<file path="config.mk">
export PLATFORM = sky130hd
export DESIGN_NAME = partition_scheduler
export DESIGN_NICKNAME = d
export VERILOG_FILES = /design/src/rtl/tps_pkg.sv /design/src/rtl/tps_datapath.sv /design/src/rtl/tps_control.sv /design/src/rtl/partition_scheduler.sv
export SDC_FILE = /design/constraint.sdc
export NUM_CORES = 1
export LEC_CHECK = 0
export BUFFER_PORTS_ARGS = -buffer_cell sky130_fd_sc_hd__buf_2
export CORE_MARGIN = 2
export CORE_UTILIZATION = 54
export DETAILED_ROUTE_END_ITERATION = 16
export MAX_ROUTING_LAYER = met4
export PLACE_DENSITY = 0.76
export SLEW_MARGIN = 10
export SYNTH_ARGS = -nofsm -noshare
export SYNTH_HDL_FRONTEND = slang
export SYNTH_SLANG_ARGS = --single-unit
export TNS_END_PERCENT = 10
</file>
<file path="constraint.sdc">
create_clock -name clk -period 2.3 [get_ports clk]
set_input_delay 0.115 -clock clk [delete_from_list [all_inputs] [get_ports clk]]
set_output_delay 0.115 -clock clk [all_outputs]
set_load 0.05 [all_outputs]
</file>
<file path="src/rtl/tps_pkg.sv">
package tps_pkg;

  typedef enum logic [2:0] {
    PH_PICK,
    PH_ARM,
    PH_LOAD,
    PH_RUN,
    PH_SAVE
  } phase_e;

  typedef struct packed {
    logic latchPart;
    logic loadCount;
    logic decCount;
    logic advanceIdx;
  } step_t;

endpackage

</file>
<file path="src/rtl/tps_datapath.sv">
module tps_datapath
  import tps_pkg::*;
#(
  parameter int NUM_PART    = 4,
  parameter int TABLE_DEPTH = 8,
  parameter int SLICE_W     = 8,
  parameter int NUM_LINES   = 4,
  localparam int PART_W = (NUM_PART > 1) ? $clog2(NUM_PART) : 1,
  localparam int IDX_W  = (TABLE_DEPTH > 1) ? $clog2(TABLE_DEPTH) : 1,
  localparam int LINE_W = (NUM_LINES > 1) ? $clog2(NUM_LINES) : 1
) (
  input  logic               clk,
  input  logic               rstN,
  input  step_t              step,
  input  logic               intEnable,
  input  logic               cfgWrEn,
  input  logic               cfgTrusted,
  input  logic [IDX_W-1:0]   cfgAddr,
  input  logic [PART_W-1:0]  cfgPart,
  input  logic [SLICE_W-1:0] cfgSlice,
  input  logic               irqIn,
  input  logic [PART_W-1:0]  irqPart,
  input  logic [LINE_W-1:0]  irqLine,
  input  logic               irqAck,
  output logic               entryZero,
  output logic               countOne,
  output logic [PART_W-1:0]  curPart,
  output logic [SLICE_W-1:0] sliceLeft,
  output logic               irqReq,
  output logic [LINE_W-1:0]  irqId
);

  logic [PART_W-1:0]  tblPart  [TABLE_DEPTH];
  logic [SLICE_W-1:0] tblSlice [TABLE_DEPTH];
  logic [IDX_W-1:0]   slotIdx;
  logic [SLICE_W-1:0] count;
  logic [NUM_PART-1:0][NUM_LINES-1:0] pend;
  logic [NUM_PART-1:0][NUM_LINES-1:0] pendNext;
  logic [NUM_LINES-1:0] curPend;

  // schedule table, writable from trusted mode only
  always_ff @(posedge clk or negedge rstN) begin
    if (!rstN) begin
      for (int i = 0; i < TABLE_DEPTH; i++) begin
        tblPart[i]  <= '0;
        tblSlice[i] <= '0;
      end
    end else if (cfgWrEn && cfgTrusted) begin
      tblPart[cfgAddr]  <= cfgPart;
      tblSlice[cfgAddr] <= cfgSlice;
    end
  end

  assign entryZero = (tblSlice[slotIdx] == '0);
  assign countOne  = (count <= SLICE_W'(1));

  // slot index, current partition and slice counter
  always_ff @(posedge clk or negedge rstN) begin
    if (!rstN) begin
      slotIdx <= '0;
      curPart <= '0;
      count   <= '0;
    end else begin
      if (step.advanceIdx)
        slotIdx <= (slotIdx == IDX_W'(TABLE_DEPTH - 1)) ? '0 : slotIdx + 1'b1;
      if (step.latchPart)
        curPart <= tblPart[slotIdx];
      if (step.loadCount)
        count <= tblSlice[slotIdx];
      else if (step.decCount && count != '0)
        count <= count - 1'b1;
    end
  end

  assign sliceLeft = count;

  // pending bits of the current partition
  always_comb begin
    curPend = '0;
    for (int p = 0; p < NUM_PART; p++)
      if (curPart == PART_W'(p)) curPend = pend[p];
  end

  // lowest pending line wins
  always_comb begin
    irqId = '0;
    for (int i = NUM_LINES - 1; i >= 0; i--)
      if (curPend[i]) irqId = LINE_W'(i);
  end

  assign irqReq = intEnable && (|curPend);

  // clear on acknowledge, then set on arrival so a new arrival is kept
  always_comb begin
    pendNext = pend;
    for (int p = 0; p < NUM_PART; p++) begin
      if (irqReq && irqAck && curPart == PART_W'(p))
        pendNext[p][irqId] = 1'b0;
      if (irqIn && irqPart == PART_W'(p))
        pendNext[p][irqLine] = 1'b1;
    end
  end

  always_ff @(posedge clk or negedge rstN) begin
    if (!rstN) pend <= '0;
    else       pend <= pendNext;
  end

endmodule

</file>
<file path="src/rtl/tps_control.sv">
module tps_control
  import tps_pkg::*;
(
  input  logic  clk,
  input  logic  rstN,
  input  logic  entryZero,
  input  logic  countOne,
  input  logic  loadAck,
  input  logic  saveAck,
  output step_t step,
  output logic  loadReq,
  output logic  saveReq,
  output logic  execActive,
  output logic  intEnable
);

  phase_e phase, phaseNext;

  always_ff @(posedge clk or negedge rstN) begin
    if (!rstN) phase <= PH_PICK;
    else       phase <= phaseNext;
  end

  always_comb begin
    phaseNext = phase;
    step      = '0;
    unique case (phase)
      PH_PICK: begin
        if (entryZero) begin
          step.advanceIdx = 1'b1;
        end else begin
          step.latchPart = 1'b1;
          phaseNext      = PH_ARM;
        end
      end
      PH_ARM: begin
        step.loadCount = 1'b1;
        phaseNext      = PH_LOAD;
      end
      PH_LOAD: begin
        if (loadAck) phaseNext = PH_RUN;
      end
      PH_RUN: begin
        step.decCount = 1'b1;
        if (countOne) phaseNext = PH_SAVE;
      end
      PH_SAVE: begin
        if (saveAck) begin
          step.advanceIdx = 1'b1;
          phaseNext       = PH_PICK;
        end
      end
      default: phaseNext = PH_PICK;
    endcase
  end

  assign loadReq    = (phase == PH_LOAD);
  assign saveReq    = (phase == PH_SAVE);
  assign execActive = (phase == PH_RUN);
  assign intEnable  = (phase == PH_RUN);

endmodule

</file>
<file path="src/rtl/partition_scheduler.sv">
module partition_scheduler
  import tps_pkg::*;
#(
  parameter int NUM_PART    = 4,
  parameter int TABLE_DEPTH = 8,
  parameter int SLICE_W     = 8,
  parameter int NUM_LINES   = 4,
  localparam int PART_W = (NUM_PART > 1) ? $clog2(NUM_PART) : 1,
  localparam int IDX_W  = (TABLE_DEPTH > 1) ? $clog2(TABLE_DEPTH) : 1,
  localparam int LINE_W = (NUM_LINES > 1) ? $clog2(NUM_LINES) : 1
) (
  input  logic               clk,
  input  logic               rstN,
  input  logic               cfgWrEn,
  input  logic               cfgTrusted,
  input  logic [IDX_W-1:0]   cfgAddr,
  input  logic [PART_W-1:0]  cfgPart,
  input  logic [SLICE_W-1:0] cfgSlice,
  input  logic               irqIn,
  input  logic [PART_W-1:0]  irqPart,
  input  logic [LINE_W-1:0]  irqLine,
  input  logic               irqAck,
  input  logic               loadAck,
  input  logic               saveAck,
  output logic               loadReq,
  output logic               saveReq,
  output logic               execActive,
  output logic               intEnable,
  output logic [PART_W-1:0]  curPart,
  output logic [SLICE_W-1:0] sliceLeft,
  output logic               irqReq,
  output logic [LINE_W-1:0]  irqId
);

  step_t step;
  logic  entryZero;
  logic  countOne;

  tps_control u_ctrl (
    .clk        (clk),
    .rstN       (rstN),
    .entryZero  (entryZero),
    .countOne   (countOne),
    .loadAck    (loadAck),
    .saveAck    (saveAck),
    .step       (step),
    .loadReq    (loadReq),
    .saveReq    (saveReq),
    .execActive (execActive),
    .intEnable  (intEnable)
  );

  tps_datapath #(
    .NUM_PART    (NUM_PART),
    .TABLE_DEPTH (TABLE_DEPTH),
    .SLICE_W     (SLICE_W),
    .NUM_LINES   (NUM_LINES)
  ) u_dp (
    .clk        (clk),
    .rstN       (rstN),
    .step       (step),
    .intEnable  (intEnable),
    .cfgWrEn    (cfgWrEn),
    .cfgTrusted (cfgTrusted),
    .cfgAddr    (cfgAddr),
    .cfgPart    (cfgPart),
    .cfgSlice   (cfgSlice),
    .irqIn      (irqIn),
    .irqPart    (irqPart),
    .irqLine    (irqLine),
    .irqAck     (irqAck),
    .entryZero  (entryZero),
    .countOne   (countOne),
    .curPart    (curPart),
    .sliceLeft  (sliceLeft),
    .irqReq     (irqReq),
    .irqId      (irqId)
  );

endmodule

</file>
==> flow_metrics.tcl <==
set metrics [dict create \
    clkSinkCount 112 \
    grt_util_met3 0.0571 \
    synthMuxAreaShare 0.303 \
    yosysTopAreaCell "dfrtp_1" \
    antenna_found_initial 0 \
    reg2reg_slack_ps -200 \
    drive_gt1_frac 0.461 \
    start_kind "flip-flop" \
    syn-num-nets 417 \
    final_cell_area_sq_um 6250 \
    required_ps 2540 \
    synth-xor-area-share 0 \
    start_util 0.551 \
    avgSynthCellArea_sq_um 13.8 \
    clock_skew_ps 18.6 \
    remaining_drc_errors 0 \
    ys_ff_latch 112 \
    num-fill-cells 722 \
    drtPass1Iterations 4 \
    rsz0062_at_grt "yes" \
    crit_chain "buf_4 -> buf_16 -> mux4_2 -> mux2i_4 -> nand4_1 -> o31ai_4 -> mux2_4" \
    powerDensity_nw_per_um2 1350 \
    synth_flop_cell "dfrtp_1" \
    die_y_um 103 \
    synthCells 387 \
    max_slew_margin 0.414 \
    synth-edff-count 0 \
    cts_max_level 3 \
    worst_ep_arrival_time_ps 2740 \
    synth_area_sq_um 5330 \
    worstMarginPinSlew_ps 879 \
    clockBufferDepth 2 \
    endpoint_kind "flip-flop" \
    synth_most_common_cell "dfrtp_1" \
    yosys_warnings 0 \
    core.rowCount 36 \
    dp_hpwl_um 7600 \
    use_met1 0.332 \
    grt-busiest-layer "met2" \
    ys_types 44 \
    fin_cells 599 \
    irDropWorstVdd_mv 0.850 \
    hold_viol_final 0 \
    utilization 0.645 \
    netlist.area_leader.share 0.525 \
    hold_path.class "input pin to flip-flop" \
    design.die.area_sq_um 10700 \
    setup-violations-final 6 \
    fin_crit_sh 1.09 \
    synth_adder_area_share 0.0117 \
    path_clk_slew_ps 110 \
    vias_per_cell 5.99 \
    io_pins 42 \
    grt_pass1_vias 3710 \
    grt_pass1_wl_um 19000 \
    power.total_mw 8.44 \
    crit_slowest_cell "mux4_2" \
    syn2layout_area_growth_pct 17.1 \
    path_max_fanout 7 \
    synth_simple_gate_area_frac 0.0772 \
    async_flop_share 1.00 \
    synth_common_cells "dfrtp_1 (112), mux2_2 (85), o21ai_0 (27)" \
    maxCapViolCount 0 \
    tritoncts "done" \
    cpPeakStageDelay_ps 540 \
    grt_util_all_layers 0.245 \
    path_buf_inv 2 \
    whs_ps 27.2 \
    die_w_um 103 \
    timing.fmax_ghz 0.400 \
    clk_latency_ps 370 \
    violations "setup timing" \
    criticalPathCategory "flip-flop to flip-flop" \
    place_area_sq_um 5870 \
    status "finished, violations left" \
    grt_overflow 0 \
    final_max_slew_viol_count 0 \
    use_met2 0.378 \
    p_leak_nw 2.73 \
    cts_made_buffers 9 \
    setup_slack_ps -202 \
    finalCriticalPeriod_ps 2500 \
    diodes 0 \
    synth_top_family_by_area "multiplexers" \
    place_congestion 0.830 \
    port_buffers 41 \
    crit_family "multiplexers" \
    dp.cells 573 \
    grt_max_degree 55 \
    synthTopCellsByArea "dfrtp_1 (53%), mux2_2 (18%), mux4_2 (9.3%)" \
    seq_area_frac_synth 0.525 \
    avgRoutedWirePerCell_um 19.4 \
    cts-root-buf "clkbuf_8" \
    wirelength_um 11600 \
    drtIter0Drc 165 \
    core_area_sq_um 9680 \
    fin_nets 492 \
    vias 3588 \
    final_antenna_net_count 0 \
    synth-compound-area-share 0.0654 \
]
[placed cells by master, fill, tap and decap left out, drive strengths merged, types with 3 or more instances in the layout]
cell,netlist,routed
mux4,24,24
mux2,85,85
or3,5,5
o2bb2ai,3,3
nand3,8,8
nand3b,3,3
nand2,11,11
o21ai,27,27
clkbuf,6,13
o31ai,7,7
a21o,4,4
mux2i,11,11
nor3,4,4
buf,8,74
nand2b,9,9
dfrtp,112,112
ha,5,5
o22ai,3,3
inv,6,8
nor2b,3,3
nor2,20,20
[sequential cells by signal (all words and copies together) (netlist names)]
signal,flops
u_dp.slotIdx,3
u_dp.pend,16
u_dp.curPart,2
u_dp.tblPart,16
u_dp.sliceLeft,8
u_dp.tblSlice,64
u_ctrl.phase,3
[kinds of logic (layout without fill, tap and decap cells)]
family	after synthesis	in the layout
compound gates	53	53
simple gates	77	77
buf+inv	20	99
fa+ha+maj	5	5
mux	120	120
flops	112	112
[per-layer routing]
metal | part of all wire | vias to the layer above | wire, um
met3 | 0.047 | 12 | 548
li1 | - | 1608 | -
met1 | 0.45 | 1873 | 5180
met2 | 0.50 | 95 | 5780
met4 | 0.010 | 0 | 117
met5 | 0 | - | 0
[worst paths after layout]
check / end / from / cells after the start
setup reg to reg: u_dp.slotIdx[1]$_DFFE_PN0P_ / u_dp.slotIdx[0]$_DFFE_PN0P_ / 7
hold reg to reg: u_dp.pend[4]$_DFF_PN0_ / u_dp.pend[4]$_DFF_PN0_ / 2
hold / removal: u_dp.pend[4]$_DFF_PN0_ / irqLine[1] / 2
max in group asynchronous: u_dp.sliceLeft[0]$_DFFE_PN0P_ / rstN / 3
setup / recovery: u_dp.slotIdx[1]$_DFFE_PN0P_ / u_dp.slotIdx[0]$_DFFE_PN0P_ / 7
min in group asynchronous: u_dp.tblSlice[5]$_DFFE_PN0P_ / rstN / 2
[power breakdown]
part           switching [mW]  total (mW)  internal [mW]
Combinational            2.16        4.31           2.15
Clock                   0.665        1.10          0.435
Sequential              0.483        3.03           2.55
Total                    3.31        8.44           5.13
[stage by stage]
| step | TNS [ps] | setup WS (ps) |
|---|---|---|
| floorplan | -97.5 | -34.8 |
| global placement | -161 | -56.0 |
| detailed placement | -529 | -153 |
| CTS | -517 | -122 |
| global route | -1350 | -268 |
| finish | -820 | -202 |
[layout make-up]
| type | instances | area (sq um) | share of cell area |
|---|---|---|---|
| Clock buffer | 11 | 141 | 0.0226 |
| Sequential cell | 112 | 2800 | 0.449 |
| Timing Repair Buffer | 78 | 567 | 0.0907 |
| Inverter | 6 | 22.5 | 0.00361 |
| Tap cell | 133 | 166 | 0.0266 |
| Clock inverter | 4 | 37.5 | 0.00601 |
| Multi-Input combinational cell | 255 | 2510 | 0.402 |
[timing repair]
item | CTS | global route
gates resized for setup | 20 | 6
cloned | 1 | 0
setup endpoints to repair | 7 | 8
pin swaps | 5 | 1
hold endpoints to repair | 53 | 0
buffers inserted | 8 | 0
hold buffers | 2 | 0
(Power assumes the default switching activity.)
